File: config.mk
export PLATFORM = sky130hd
export DESIGN_NAME = irq_entry_seq
export DESIGN_NICKNAME = d
export VERILOG_FILES = /design/src/rtl/irq_entry_pkg.sv /design/src/rtl/irq_accept.sv /design/src/rtl/irq_step_fsm.sv /design/src/rtl/irq_ctx.sv /design/src/rtl/irq_entry_seq.sv
export SDC_FILE = /design/constraint.sdc
export NUM_CORES = 1
export LEC_CHECK = 0
export BUFFER_PORTS_ARGS = -buffer_cell sky130_fd_sc_hd__clkbuf_2
export CAP_MARGIN = 10
export CORE_MARGIN = 5
export CORE_UTILIZATION = 35
export DETAILED_ROUTE_END_ITERATION = 16
export PLACE_DENSITY = 0.64
export SYNTH_ARGS = -nofsm -noshare
export SYNTH_HDL_FRONTEND = slang
export SYNTH_HIERARCHICAL = 1
export SYNTH_SLANG_ARGS = --single-unit
File: constraint.sdc
create_clock -name clk -period 3.88 [get_ports clk]
set_input_delay 0.776 -clock clk [delete_from_list [all_inputs] [get_ports clk]]
set_output_delay 0.776 -clock clk [all_outputs]
set_load 0.05 [all_outputs]
File: src/rtl/irq_entry_pkg.sv
package irq_entry_pkg;

    localparam int ADDR_W     = 32;
    localparam int DATA_W     = 32;
    localparam int FLAG_W     = 16;
    localparam int LVL_W      = 3;
    localparam int NUM_W      = 6;
    localparam int PUSH_BYTES = 4;

    localparam int IE_BIT   = 6;
    localparam int STEP_BIT = 4;
    localparam int STK_BIT  = 7;

    localparam logic [ADDR_W-1:0] ACK_ADDR_NORM = ADDR_W'(0);
    localparam logic [ADDR_W-1:0] ACK_ADDR_FAST = ADDR_W'(2);

    typedef enum logic [3:0] {
        ST_IDLE,
        ST_NUM,
        ST_NUMW,
        ST_FLG,
        ST_PSHF,
        ST_PSHP,
        ST_LVL,
        ST_VRD,
        ST_VLD
    } step_e;

    typedef struct packed {
        logic              fast;
        logic [LVL_W-1:0]  lvl;
        logic [FLAG_W-1:0] flags;
        logic [ADDR_W-1:0] sp;
        logic [ADDR_W-1:0] pc;
        logic [NUM_W-1:0]  num;
    } ctx_t;

    function automatic logic [FLAG_W-1:0] entry_flags(input logic [FLAG_W-1:0] f);
        logic [FLAG_W-1:0] r;
        r = f;
        r[IE_BIT]   = 1'b0;
        r[STEP_BIT] = 1'b0;
        r[STK_BIT]  = 1'b0;
        return r;
    endfunction

    function automatic logic [ADDR_W-1:0] vec_addr(input logic [ADDR_W-1:0] base,
                                                   input logic [NUM_W-1:0]  num);
        return base + ADDR_W'({num, 2'b00});
    endfunction

endpackage

File: src/rtl/irq_accept.sv
module irq_accept
    import irq_entry_pkg::*;
(
    input  logic             idle,
    input  logic             req_valid,
    input  logic             req_fast,
    input  logic [LVL_W-1:0] req_lvl,
    input  logic [LVL_W-1:0] ipl,
    input  logic             ie,
    input  logic             insn_done,
    input  logic             insn_susp,
    output logic             take,
    output logic             abort
);

    logic eligible;
    logic at_boundary;

    always_comb begin
        eligible    = req_valid && ie && (req_fast || (req_lvl > ipl));
        at_boundary = insn_done || insn_susp;
        take        = idle && eligible && at_boundary;
        abort       = take && insn_susp && !insn_done;
    end

endmodule

File: src/rtl/irq_step_fsm.sv
module irq_step_fsm
    import irq_entry_pkg::*;
(
    input  logic  clk,
    input  logic  rst,
    input  logic  take,
    input  logic  fast,
    output step_e state
);

    step_e nxt;

    always_comb begin
        nxt = state;
        unique case (state)
            ST_IDLE: if (take) nxt = ST_NUM;
            ST_NUM:  nxt = ST_NUMW;
            ST_NUMW: nxt = ST_FLG;
            ST_FLG:  nxt = ST_PSHF;
            ST_PSHF: nxt = ST_PSHP;
            ST_PSHP: nxt = ST_LVL;
            ST_LVL:  nxt = fast ? ST_VLD : ST_VRD;
            ST_VRD:  nxt = ST_VLD;
            ST_VLD:  nxt = ST_IDLE;
            default: nxt = ST_IDLE;
        endcase
    end

    always_ff @(posedge clk) begin
        if (rst) state <= ST_IDLE;
        else     state <= nxt;
    end

endmodule

File: src/rtl/irq_ctx.sv
module irq_ctx
    import irq_entry_pkg::*;
(
    input  logic              clk,
    input  logic              rst,
    input  logic              take,
    input  logic              req_fast,
    input  logic [LVL_W-1:0]  req_lvl,
    input  logic [FLAG_W-1:0] flags_in,
    input  logic [ADDR_W-1:0] isp_in,
    input  logic [ADDR_W-1:0] pc_in,
    input  step_e             state,
    input  logic [NUM_W-1:0]  num_word,
    output ctx_t              ctx
);

    localparam logic [ADDR_W-1:0] STEP_DOWN = ADDR_W'(PUSH_BYTES);

    always_ff @(posedge clk) begin
        if (rst) begin
            ctx <= '0;
        end else if (take) begin
            ctx.fast  <= req_fast;
            ctx.lvl   <= req_lvl;
            ctx.flags <= flags_in;
            ctx.sp    <= isp_in;
            ctx.pc    <= pc_in;
            ctx.num   <= '0;
        end else begin
            if (state == ST_NUMW)
                ctx.num <= num_word;
            if (!ctx.fast && (state == ST_PSHF || state == ST_PSHP))
                ctx.sp <= ctx.sp - STEP_DOWN;
        end
    end

endmodule

File: src/rtl/irq_entry_seq.sv
module irq_entry_seq
    import irq_entry_pkg::*;
(
    input  logic              clk,
    input  logic              rst,
    input  logic              req_valid,
    input  logic              req_fast,
    input  logic [LVL_W-1:0]  req_lvl,
    input  logic              insn_done,
    input  logic              insn_susp,
    output logic              insn_abort,
    input  logic [FLAG_W-1:0] flags_in,
    input  logic [LVL_W-1:0]  ipl_in,
    input  logic [ADDR_W-1:0] isp_in,
    input  logic [ADDR_W-1:0] pc_in,
    input  logic [ADDR_W-1:0] vec_base_in,
    input  logic [ADDR_W-1:0] fast_vec_in,
    output logic              mem_rd,
    output logic              mem_wr,
    output logic [ADDR_W-1:0] mem_addr,
    output logic [DATA_W-1:0] mem_wdata,
    input  logic [DATA_W-1:0] mem_rdata,
    output logic              clr_pend,
    output logic              clr_fast,
    output logic              flags_we,
    output logic [FLAG_W-1:0] flags_out,
    output logic              isp_we,
    output logic [ADDR_W-1:0] isp_out,
    output logic              svf_we,
    output logic [FLAG_W-1:0] svf_out,
    output logic              svp_we,
    output logic [ADDR_W-1:0] svp_out,
    output logic              ipl_we,
    output logic [LVL_W-1:0]  ipl_out,
    output logic              pc_we,
    output logic [ADDR_W-1:0] pc_out,
    output logic              busy,
    output logic              done
);

    localparam logic [ADDR_W-1:0] STEP_DOWN = ADDR_W'(PUSH_BYTES);

    step_e state;
    ctx_t  ctx;
    logic  take;
    logic  idle;

    assign idle = (state == ST_IDLE);

    irq_accept u_accept (
        .idle      (idle),
        .req_valid (req_valid),
        .req_fast  (req_fast),
        .req_lvl   (req_lvl),
        .ipl       (ipl_in),
        .ie        (flags_in[IE_BIT]),
        .insn_done (insn_done),
        .insn_susp (insn_susp),
        .take      (take),
        .abort     (insn_abort)
    );

    irq_step_fsm u_fsm (
        .clk   (clk),
        .rst   (rst),
        .take  (take),
        .fast  (ctx.fast),
        .state (state)
    );

    irq_ctx u_ctx (
        .clk      (clk),
        .rst      (rst),
        .take     (take),
        .req_fast (req_fast),
        .req_lvl  (req_lvl),
        .flags_in (flags_in),
        .isp_in   (isp_in),
        .pc_in    (pc_in),
        .state    (state),
        .num_word (mem_rdata[NUM_W-1:0]),
        .ctx      (ctx)
    );

    always_comb begin
        mem_rd    = 1'b0;
        mem_wr    = 1'b0;
        mem_addr  = '0;
        mem_wdata = '0;
        clr_pend  = 1'b0;
        clr_fast  = 1'b0;
        flags_we  = 1'b0;
        flags_out = '0;
        isp_we    = 1'b0;
        isp_out   = '0;
        svf_we    = 1'b0;
        svf_out   = '0;
        svp_we    = 1'b0;
        svp_out   = '0;
        ipl_we    = 1'b0;
        ipl_out   = '0;
        pc_we     = 1'b0;
        pc_out    = '0;
        done      = 1'b0;
        busy      = !idle;
        unique case (state)
            ST_NUM: begin
                mem_rd   = 1'b1;
                mem_addr = ctx.fast ? ACK_ADDR_FAST : ACK_ADDR_NORM;
            end
            ST_NUMW: begin
                clr_pend = 1'b1;
                clr_fast = ctx.fast;
            end
            ST_FLG: begin
                flags_we  = 1'b1;
                flags_out = entry_flags(ctx.flags);
            end
            ST_PSHF: begin
                if (ctx.fast) begin
                    svf_we  = 1'b1;
                    svf_out = ctx.flags;
                end else begin
                    mem_wr    = 1'b1;
                    mem_addr  = ctx.sp - STEP_DOWN;
                    mem_wdata = DATA_W'(ctx.flags);
                    isp_we    = 1'b1;
                    isp_out   = ctx.sp - STEP_DOWN;
                end
            end
            ST_PSHP: begin
                if (ctx.fast) begin
                    svp_we  = 1'b1;
                    svp_out = ctx.pc;
                end else begin
                    mem_wr    = 1'b1;
                    mem_addr  = ctx.sp - STEP_DOWN;
                    mem_wdata = DATA_W'(ctx.pc);
                    isp_we    = 1'b1;
                    isp_out   = ctx.sp - STEP_DOWN;
                end
            end
            ST_LVL: begin
                ipl_we  = 1'b1;
                ipl_out = ctx.lvl;
            end
            ST_VRD: begin
                mem_rd   = 1'b1;
                mem_addr = vec_addr(vec_base_in, ctx.num);
            end
            ST_VLD: begin
                pc_we  = 1'b1;
                done   = 1'b1;
                pc_out = ctx.fast ? fast_vec_in : ADDR_W'(mem_rdata);
            end
            default: ;
        endcase
    end

endmodule

==> flow_summary.json <==
{
  "die-area_um2": 24100,
  "post-route-util_pct": 47.6,
  "p_int_mw": 1.86,
  "vias": 8164,
  "finalInstanceArea_um2": 9940,
  "clock_latency_ns": 0.34,
  "power.share.clock_pct": 29.4,
  "cts_max_level": 3,
  "fp.dieH_um": 155,
  "synth_area_um2": 7380,
  "layout.nets": 1502,
  "power_frac_comb_pct": 32.6,
  "drive_gt1_share_pct": 35.5,
  "place_area_um2": 9640,
  "wirelength_um": 29000,
  "fin_ws_ns": 0.0931,
  "grt_pass1_vias": 7913,
  "port-buffer-count": 392,
  "start_util_pct": 35.3,
  "ir_worst_vdd_uv": 248,
  "use_met3_pct": 5.42,
  "timing.fmax_mhz": 264,
  "vias_per_cell": 5.16,
  "grt_pass1_wl_um": 44200,
  "drtIter0Drc": 434,
  "postSynthAreaPerCell_um2": 7.76,
  "cts_tree": "done",
  "grt-ovfl-total": 0,
  "tightestPinTransition_ns": 1.21,
  "gp_congestion": 0.978,
  "fin_crit_ns": 3.79,
  "route.antenna.remaining_nets": 0,
  "async_flop_share_pct": 0,
  "antenna_found_initial": 1,
  "cp-end-kind": "output port",
  "detail_route.first_pass.iterations": 5,
  "syn_to_final_growth_pct": 34.7,
  "p_leak_nw": 4.80,
  "gr-usage-all-layers_pct": 22.7,
  "maxSlewViolCount": 0,
  "cts_hold_buf": 0,
  "syn_inst": 952,
  "synth_seq_cells": 94,
  "hpwlAfterDp_um": 22900,
  "outcome": "finished clean",
  "hold_violations": 0,
  "cts_root_buf": "clkbuf_16",
  "grt_use_met1_pct": 28.7,
  "clk_path_buf_depth": 2,
  "synth-edff-count": 0,
  "core_um2": 20900,
  "drc": 0,
  "grt_start_max_net_pins": 74,
  "path_clk_slew_ns": 0.07,
  "critPathLaunchType": "flop",
  "p_sw_share_pct": 35.9,
  "power.total_mw": 2.90,
  "die_x_um": 155,
  "pre_cts_ws_ns": 0.280,
  "worstPathMaxFanout": 12,
  "ys.flop_type": "dfxtp_1",
  "rsz0062_at_grt": "true",
  "slew_headroom_pct": 19.4,
  "cts_setup_buffers": 0,
  "cts_buffers": 9,
  "yosys_warnings": 6,
  "crit_required_ns": 3.10,
  "busiest_layer": "met2",
  "fin_crit_sh_pct": 97.6,
  "cts-resized-gates": 0,
  "fillers": 2143,
  "setup-violations-final": 0,
  "cp.arrival_ns": 3.01,
  "fp-row-count": 53,
  "synthDistinctLibCells": 67,
  "wl_per_cell_um": 18.3,
  "cap_violations": 0,
  "cts.sinks": 94,
  "p_per_area_nw_per_um2": 292,
  "p_sw_mw": 1.04,
  "pwr-share-seq_pct": 38.0,
  "critPathKind": "flop to output port",
  "ys_seq_area_share_pct": 25.5,
  "finClkSkew_ns": 0.00996,
  "hp-class": "flop to flop",
  "grt_use_met2_pct": 38.1,
  "pin_count": 396
}
worst max-delay path: stages (launching register included):
cell     delay [ns]
dfxtp_1        0.39
or4_1          0.58
or4b_4         0.68
nor4b_4        0.28
mux2i_2        0.12
or3b_1         0.39
buf_2          0.22
final cells by class:
type	count	area (um2)	area share (%)
well taps	275	344	3.46
diodes	1	2.50	0.0252
clock buffers	10	239	2.40
multi-input cells	755	5110	51.4
inverters	30	113	1.13
flip-flops and latches	94	1890	19.0
clock inverters	5	43.8	0.440
repair buffers	412	2210	22.2
through the flow:
| stage | TNS [ns] | instances | hold WS, ns |
|---|---|---|---|
| detailed placement | 0 | 1566 | 0.479 |
| global placement | 0 | 1566 | 0.465 |
| global route | -0.00335 | 1582 | 0.530 |
| floorplan | 0 | 954 | 0.452 |
| CTS | 0 | 1581 | 0.499 |
| finish | 0 | 1582 | 0.493 |
cell usage after synthesis (10+ instances only):
cell type	count	share of area (%)
a21oi_1	22	1.5
a22oi_1	16	1.6
and2_1	39	3.3
and3_1	51	4.3
buf_1	13	0.66
clkbuf_1	50	2.5
dfxtp_1	94	25
ha_1	11	1.9
inv_1	30	1.5
mux2i_1	102	14
nand2_1	14	0.71
nand3_1	17	1.2
nor2_1	177	9.0
nor2b_1	12	1.0
nor3_1	41	2.8
nor4_1	14	1.2
o21a_1	16	1.6
o21ai_0	10	0.68
o22ai_1	22	1.9
or3_1	11	0.93
or4_1	11	1.1
xnor2_1	33	3.9
xor2_1	35	4.2
worst paths after layout:
path	endpoint	startpoint	slack, ns	depth (start not counted)
setup / recovery	mem_addr[31]	u_ctx/ctx[56]	0.09	6
hold / removal	u_ctx/ctx[86]	u_ctx/ctx[86]	0.49	2
setup reg to reg	u_ctx/ctx[32]	u_fsm/state[1]	1.14	8
hold reg to reg	u_ctx/ctx[86]	u_ctx/ctx[86]	0.49	2
kinds of logic (layout without fill, tap and decap cells):
| logic type | count (synthesis) | in the layout | synth area share [%] |
|---|---|---|---|
| adders and majority gates | 12 | 12 | 2.14 |
| buffers and inverters | 105 | 457 | 6.00 |
| other | 1 | 4 | 0.0508 |
| AOI/OAI and AO/OA | 125 | 125 | 11.6 |
| and+or+nand+nor | 444 | 444 | 32.7 |
| muxes | 103 | 103 | 14.0 |
| xor gates and xnor gates | 68 | 68 | 8.07 |
| DFF | 94 | 94 | 25.5 |
power groups by stage:
stage	logic, mW	clock network (mW)	registers, mW
floorplan	0.651	0	1.10
global placement	0.926	0	1.12
detailed placement	0.934	0	1.12
CTS	0.937	0.884	1.10
global route	1.02	0.923	1.11
finish	0.947	0.854	1.10
state kept, by name, summed over array words and instances, names as in the netlist:
name,cells
u_fsm/state,4
u_ctx/ctx,90
metal layers:
| metal | routed length (um) | vias up |
|---|---|---|
| met3 | 2260 | 40 |
| met1 | 12100 | 3734 |
| met5 | 0 | - |
| met2 | 13900 | 328 |
| li1 | - | 4062 |
| met4 | 724 | 0 |
cells in the final DEF (no fill, tap or decap), drive strengths merged, types with 4 or more instances in the layout:
cell	count
inv	32
nand4	12
and3	51
or4	12
nand3b	4
nand2	15
xor2	35
nand2b	7
clkbuf	394
nand3	17
o21ai	11
nor2	177
buf	28
xnor2	33
a21o	5
ha	11
o31ai	4
a2111oi	5
a22oi	16
o21a	16
nor3	41
nand4b	4
nor4b	4
dfxtp	94
nor3b	4
a21oi	22
or3	12
and2	40
o22ai	22
o2111ai	5
nor4	21
o211ai	7
mux2i	102
or2	5
nor2b	12
(Power assumes the default switching activity.)
